File: src/rtl/sched_pkg.sv
`timescale 1ns/1ps
package sched_pkg;
  localparam int AGE_W    = 6;
  localparam int LIM_IN_W = 8;
  typedef logic [AGE_W-1:0] age_t;
  localparam age_t LIM_LO = age_t'(1);
  localparam age_t LIM_HI = age_t'(63);

  // effective starvation limit
  function automatic age_t clamp_limit(input logic [LIM_IN_W-1:0] raw);
    if (raw < LIM_IN_W'(LIM_LO)) return LIM_LO;
    if (raw > LIM_IN_W'(LIM_HI)) return LIM_HI;
    return raw[AGE_W-1:0];
  endfunction

  // saturating bypass count step
  function automatic age_t age_bump(input age_t a);
    return (a == LIM_HI) ? a : a + age_t'(1);
  endfunction
endpackage

File: src/rtl/sched_queue.sv
`timescale 1ns/1ps
// Compacted arrival-ordered store: slot 0 is always the oldest entry.
module sched_queue
  import sched_pkg::*;
#(
  parameter int DEPTH  = 8,
  parameter int ADDR_W = 16,
  localparam int IDX_W = $clog2(DEPTH),
  localparam int CNT_W = $clog2(DEPTH + 1)
) (
  input  logic                          clk,
  input  logic                          rst_n,
  input  logic                          push,
  input  logic [ADDR_W-1:0]             push_addr,
  input  logic                          push_wr,
  input  logic                          push_hi,
  input  logic                          push_ap,
  input  logic                          pop,
  input  logic [IDX_W-1:0]              pop_idx,
  output logic [CNT_W-1:0]              count,
  output logic [DEPTH-1:0][ADDR_W-1:0]  q_addr,
  output logic [DEPTH-1:0]              q_wr,
  output logic [DEPTH-1:0]              q_hi,
  output logic [DEPTH-1:0]              q_ap,
  output age_t [DEPTH-1:0]              q_age
);
  logic [CNT_W-1:0] wpos;
  assign wpos = pop ? count - CNT_W'(1) : count;

  always_ff @(posedge clk) begin
    if (!rst_n) count <= '0;
    else begin
      case ({push, pop})
        2'b10:   count <= count + CNT_W'(1);
        2'b01:   count <= count - CNT_W'(1);
        default: count <= count;
      endcase
    end
  end

  for (genvar i = 0; i < DEPTH; i++) begin : g_slot
    logic [ADDR_W-1:0] nx_addr, up_addr;
    logic              nx_wr, nx_hi, nx_ap, up_wr, up_hi, up_ap;
    age_t              nx_age, up_age;
    logic              shift_in, older_than_pop;

    // neighbour above, or empty for the top slot
    if (i < DEPTH - 1) begin : g_up
      assign up_addr = q_addr[i+1];
      assign up_wr   = q_wr[i+1];
      assign up_hi   = q_hi[i+1];
      assign up_ap   = q_ap[i+1];
      assign up_age  = q_age[i+1];
    end else begin : g_top
      assign up_addr = '0;
      assign up_wr   = 1'b0;
      assign up_hi   = 1'b0;
      assign up_ap   = 1'b0;
      assign up_age  = '0;
    end

    assign shift_in       = pop && (IDX_W'(i) >= pop_idx);
    assign older_than_pop = pop && (IDX_W'(i) <  pop_idx);

    always_comb begin
      if (shift_in) begin
        nx_addr = up_addr; nx_wr = up_wr; nx_hi = up_hi; nx_ap = up_ap; nx_age = up_age;
      end else begin
        nx_addr = q_addr[i]; nx_wr = q_wr[i]; nx_hi = q_hi[i]; nx_ap = q_ap[i];
        nx_age  = older_than_pop ? age_bump(q_age[i]) : q_age[i];
      end
      if (push && (CNT_W'(i) == wpos)) begin
        nx_addr = push_addr; nx_wr = push_wr; nx_hi = push_hi; nx_ap = push_ap;
        nx_age  = '0;
      end
    end

    always_ff @(posedge clk) begin
      if (!rst_n) begin
        q_addr[i] <= '0; q_wr[i] <= 1'b0; q_hi[i] <= 1'b0; q_ap[i] <= 1'b0; q_age[i] <= '0;
      end else begin
        q_addr[i] <= nx_addr; q_wr[i] <= nx_wr; q_hi[i] <= nx_hi;
        q_ap[i]   <= nx_ap;   q_age[i] <= nx_age;
      end
    end
  end
endmodule

File: src/rtl/sched_pick.sv
`timescale 1ns/1ps
// Combinational choice among queued entries.
module sched_pick
  import sched_pkg::*;
#(
  parameter int DEPTH  = 8,
  parameter int ADDR_W = 16,
  parameter int BANKS  = 4,
  localparam int IDX_W  = $clog2(DEPTH),
  localparam int CNT_W  = $clog2(DEPTH + 1),
  localparam int BANK_W = $clog2(BANKS)
) (
  input  logic [CNT_W-1:0]              count,
  input  logic [DEPTH-1:0][ADDR_W-1:0]  q_addr,
  input  logic [DEPTH-1:0]              q_wr,
  input  logic [DEPTH-1:0]              q_hi,
  input  age_t [DEPTH-1:0]              q_age,
  input  logic [BANKS-1:0]              bank_hit,
  input  age_t                          limit,
  input  logic                          last_wr,
  output logic                          sel_valid,
  output logic [IDX_W-1:0]              sel_idx,
  output logic [DEPTH-1:0]              starved_vec,
  output logic [DEPTH-1:0]              urgent_vec,
  output logic [DEPTH-1:0]              blocked_vec
);
  logic [DEPTH-1:0] vld, elig, dirhit;

  function automatic logic [IDX_W-1:0] first_set(input logic [DEPTH-1:0] v);
    logic [IDX_W-1:0] r;
    r = '0;
    for (int k = DEPTH - 1; k >= 0; k--) if (v[k]) r = IDX_W'(k);
    return r;
  endfunction

  for (genvar i = 0; i < DEPTH; i++) begin : g_ent
    logic [BANK_W-1:0] bank;
    assign bank           = q_addr[i][BANK_W-1:0];
    assign vld[i]         = CNT_W'(i) < count;
    assign elig[i]        = vld[i] && !blocked_vec[i];
    assign starved_vec[i] = elig[i] && (q_age[i] >= limit);
    assign urgent_vec[i]  = elig[i] && q_hi[i];
    assign dirhit[i]      = elig[i] && bank_hit[bank] && (q_wr[i] == last_wr);
  end

  // same address, opposite direction, older entry present
  always_comb begin
    blocked_vec = '0;
    for (int i = 0; i < DEPTH; i++)
      for (int j = 0; j < i; j++)
        if (vld[i] && vld[j] && (q_addr[i] == q_addr[j]) && (q_wr[i] != q_wr[j]))
          blocked_vec[i] = 1'b1;
  end

  assign sel_valid = |elig;

  always_comb begin
    if (|starved_vec)     sel_idx = first_set(starved_vec);
    else if (|urgent_vec) sel_idx = first_set(urgent_vec);
    else if (|dirhit)     sel_idx = first_set(dirhit);
    else                  sel_idx = first_set(elig);
  end
endmodule

File: src/rtl/reorder_sched.sv
`timescale 1ns/1ps
module reorder_sched
  import sched_pkg::*;
#(
  parameter int DEPTH  = 8,
  parameter int ADDR_W = 16,
  parameter int BANKS  = 4
) (
  input  logic                 clk,
  input  logic                 rst_n,
  input  logic [LIM_IN_W-1:0]  starve_lim,
  input  logic                 req_valid,
  output logic                 req_ready,
  input  logic [ADDR_W-1:0]    req_addr,
  input  logic                 req_wr,
  input  logic                 req_hipri,
  input  logic                 req_ap,
  input  logic [BANKS-1:0]     bank_hit,
  output logic                 iss_valid,
  input  logic                 iss_ready,
  output logic [ADDR_W-1:0]    iss_addr,
  output logic                 iss_wr,
  output logic                 iss_ap
);
  localparam int IDX_W = $clog2(DEPTH);
  localparam int CNT_W = $clog2(DEPTH + 1);

  logic [CNT_W-1:0]              count;
  logic [DEPTH-1:0][ADDR_W-1:0]  q_addr;
  logic [DEPTH-1:0]              q_wr, q_hi, q_ap;
  age_t [DEPTH-1:0]              q_age;
  logic [IDX_W-1:0]              sel_idx;
  logic [DEPTH-1:0]              starved_vec, urgent_vec, blocked_vec;
  logic                          sel_valid, last_wr;
  age_t                          limit;

  // named events for the checker
  logic push_fire, issue_fire;
  logic any_starved, sel_starved, any_urgent, sel_urgent, sel_blocked;

  assign limit      = clamp_limit(starve_lim);
  assign req_ready  = count < CNT_W'(DEPTH);
  assign push_fire  = req_valid && req_ready;
  assign iss_valid  = sel_valid;
  assign issue_fire = iss_valid && iss_ready;
  assign iss_addr   = q_addr[sel_idx];
  assign iss_wr     = q_wr[sel_idx];
  assign iss_ap     = q_ap[sel_idx];

  assign any_starved = |starved_vec;
  assign sel_starved = starved_vec[sel_idx];
  assign any_urgent  = |urgent_vec;
  assign sel_urgent  = q_hi[sel_idx];
  assign sel_blocked = blocked_vec[sel_idx];

  always_ff @(posedge clk) begin
    if (!rst_n)          last_wr <= 1'b0;
    else if (issue_fire) last_wr <= iss_wr;
  end

  sched_queue #(.DEPTH(DEPTH), .ADDR_W(ADDR_W)) u_queue (
    .clk(clk), .rst_n(rst_n),
    .push(push_fire), .push_addr(req_addr), .push_wr(req_wr),
    .push_hi(req_hipri), .push_ap(req_ap),
    .pop(issue_fire), .pop_idx(sel_idx),
    .count(count), .q_addr(q_addr), .q_wr(q_wr), .q_hi(q_hi),
    .q_ap(q_ap), .q_age(q_age)
  );

  sched_pick #(.DEPTH(DEPTH), .ADDR_W(ADDR_W), .BANKS(BANKS)) u_pick (
    .count(count), .q_addr(q_addr), .q_wr(q_wr), .q_hi(q_hi), .q_age(q_age),
    .bank_hit(bank_hit), .limit(limit), .last_wr(last_wr),
    .sel_valid(sel_valid), .sel_idx(sel_idx),
    .starved_vec(starved_vec), .urgent_vec(urgent_vec), .blocked_vec(blocked_vec)
  );
endmodule

File: config.mk
export PLATFORM = sky130hd
export DESIGN_NAME = reorder_sched
export DESIGN_NICKNAME = d
export VERILOG_FILES = /design/src/rtl/sched_pkg.sv /design/src/rtl/sched_queue.sv /design/src/rtl/sched_pick.sv /design/src/rtl/reorder_sched.sv
export SDC_FILE = /design/constraint.sdc
export NUM_CORES = 1
export LEC_CHECK = 0
export ABC_AREA = 1
export BUFFER_PORTS_ARGS = -buffer_cell sky130_fd_sc_hd__buf_2
export CAP_MARGIN = 20
export CORE_MARGIN = 4
export CORE_UTILIZATION = 35
export CTS_BUF_LIST = sky130_fd_sc_hd__clkbuf_8
export DETAILED_ROUTE_END_ITERATION = 12
export PLACE_DENSITY = 0.53
export SYNTH_ARGS = -nofsm -noshare
export SYNTH_HDL_FRONTEND = slang
export SYNTH_HIERARCHICAL = 1
export SYNTH_SLANG_ARGS = --single-unit
export TNS_END_PERCENT = 50
File: constraint.sdc
create_clock -name clk -period 12.8 [get_ports clk]
set_clock_uncertainty 0.2 [all_clocks]
set_input_delay 3.2 -clock clk [delete_from_list [all_inputs] [get_ports clk]]
set_output_delay 3.2 -clock clk [all_outputs]
set_load 0.005 [all_outputs]
==> results_dict.tcl <==
set metrics [dict create \
    outcome "completed" \
    fin_crit_sh 0.879 \
    hpwl_um 87100 \
    arrival_ns 7.85 \
    path_common_cell "nand2_1" \
    syn_inst 3636 \
    std_cell_rows 90 \
    setup_tns_ns 0 \
    final_cell_area_mm2 0.0218 \
    hp-class "flip-flop to flip-flop" \
    cts_root_buf "clkbuf_8" \
    avgSynthCellArea_um2 5.95 \
    final_common_cell "nand2_1" \
    yosysWarnings 6 \
    cts_htree_levels 4 \
    netlist_area_mm2 0.0216 \
    ff2ff_path_depth 26 \
    cp-end-kind "output port" \
    antenna_left 0 \
    drt-initial-drc-count 4124 \
    setup_viol 0 \
    layout_common_cells "nand2_1 (1136), nor2_1 (321), nand3_1 (260)" \
    cts_tree "yes" \
    slew_viol_final 0 \
    max-cap-violations 0 \
    cts.sinks 199 \
    routed_wl_um 125000 \
    cp_top_family "simple AND/OR/NAND/NOR gates" \
    clock_path_buffers 2 \
    antenna_found_initial 6 \
    final_layout_size_suffix_gt1_frac 0.0917 \
    floorplan.initialDensity 0.356 \
    timing.final.ws_setup_ns 1.55 \
    nets 3559 \
    place_area_mm2 0.0214 \
    start_kind "primary input" \
    drc_errors 0 \
    cts_resized 0 \
    grt_pass1_vias 22600 \
    p_per_area_mw_per_mm2 344 \
    dieWidth_um 257 \
    final_core_util 0.359 \
    dieHeight_um 257 \
    cp_slowest_stage_delay_ns 0.70 \
    cts_hold_buffers 0 \
    cp_num_cells 26 \
    post_cts_buffers 0 \
    max_freq_mhz 88.9 \
    grt_pass1_wl_um 174000 \
    grt_max_degree 77 \
    vias 25500 \
    fp.coreArea_mm2 0.0608 \
    overflow 0 \
    pre_cts_ws_ns 1.66 \
    holdPathStages 2 \
    grtUsageTotal 0.361 \
    clk_pin_slew_ns 0.11 \
    cp_max_fo 36 \
    n_fill_cell 6926 \
    critical_path_class "primary input to output port" \
    finalHoldViolations 0 \
    io_pins 55 \
    p_leak_nw 9.75 \
    clk_latency_ns 0.59 \
    ir_worst_vdd_uv 350 \
    numCtsBuffers 17 \
    fp.dieArea_mm2 0.0659 \
    via_per_inst 5.98 \
    tightest_slew_ns 1.24 \
    drt_first_pass_iters 6 \
    gp_congestion 1.09 \
    area_growth_pct 0.833 \
    period_needed_ns 11.25 \
    port_buffers 54 \
    crit_slowest_cell "clkinv_2" \
    cp_data_required_time_ns 9.40 \
    slew_headroom 0.164 \
    rsz0062_at_grt "no" \
    path_buf_inv 7 \
    wl_per_cell_um 29.3 \
]
## area by class of cell
| class | count | area [um^2] | share of cell area |
|---|---|---|---|
| clock buffers | 18 | 248 | 0.0114 |
| inverters | 277 | 1060 | 0.0485 |
| multi-input cells | 2846 | 14600 | 0.668 |
| diodes | 1 | 2.50 | 0.000115 |
| well taps | 782 | 978 | 0.0449 |
| repair buffers | 125 | 823 | 0.0377 |
| clock inverters | 14 | 155 | 0.00711 |
| flip-flops and latches | 199 | 3980 | 0.183 |
## metal layers
metal	GRT usage	up-vias	share of wire
met5	0	-	0.00030
met4	0.145	6	0.044
met3	0.100	315	0.12
met2	0.512	1644	0.40
met1	0.513	12000	0.43
li1	-	11500	-
## power breakdown
part	switching [W]	leakage [nW]	internal, W
Combinational	0.00408	7.93	0.00155
Sequential	0.000645	1.61	0.000780
Clock	0.000291	0.201	0.000168
Total	0.00501	9.75	0.00250
## state kept, by name (all words and copies together) (netlist names)
| name | flops |
|---|---|
| u_queue/g_slot.up_addr | 112 |
| u_queue/g_slot.up_age | 36 |
| u_queue/q_addr | 16 |
| u_queue/g_slot.up_ap | 7 |
| u_queue/g_slot.up_hi | 7 |
| u_queue/g_slot.up_wr | 7 |
| u_queue/q_age | 6 |
| u_queue/count | 4 |
| last_wr | 1 |
| u_queue/q_ap | 1 |
| u_queue/q_hi | 1 |
| u_queue/q_wr | 1 |
## through the flow
step | std cells | hold slack, ns | power, W
2_1_floorplan | 3641 | 0.261 | 0.00469
3_3_place_gp | 4228 | 0.276 | 0.00680
3_5_place_dp | 4228 | 0.278 | 0.00675
4_1_cts | 4260 | 0.293 | 0.00722
5_1_grt | 4262 | 0.316 | 0.00781
6_report | 4262 | 0.292 | 0.00751
## final timing paths
| check | startpoint | endpoint | slack (ns) |
|---|---|---|---|
| max | starve_lim[7] | iss_wr | 1.55 |
| min | u_queue/q_hi[0] | u_queue/q_hi[0] | 0.29 |
| max reg2reg | u_queue/q_addr[2] | u_queue/g_slot[0].up_age[5] | 5.80 |
| min reg2reg | u_queue/q_hi[0] | u_queue/q_hi[0] | 0.29 |
## tightest hold or removal path: stages, from the launching register on
cell     delay (ns)
dfxtp_1        0.33
nand3_1        0.07
a21oi_1        0.06
(Power assumes the default switching activity.)
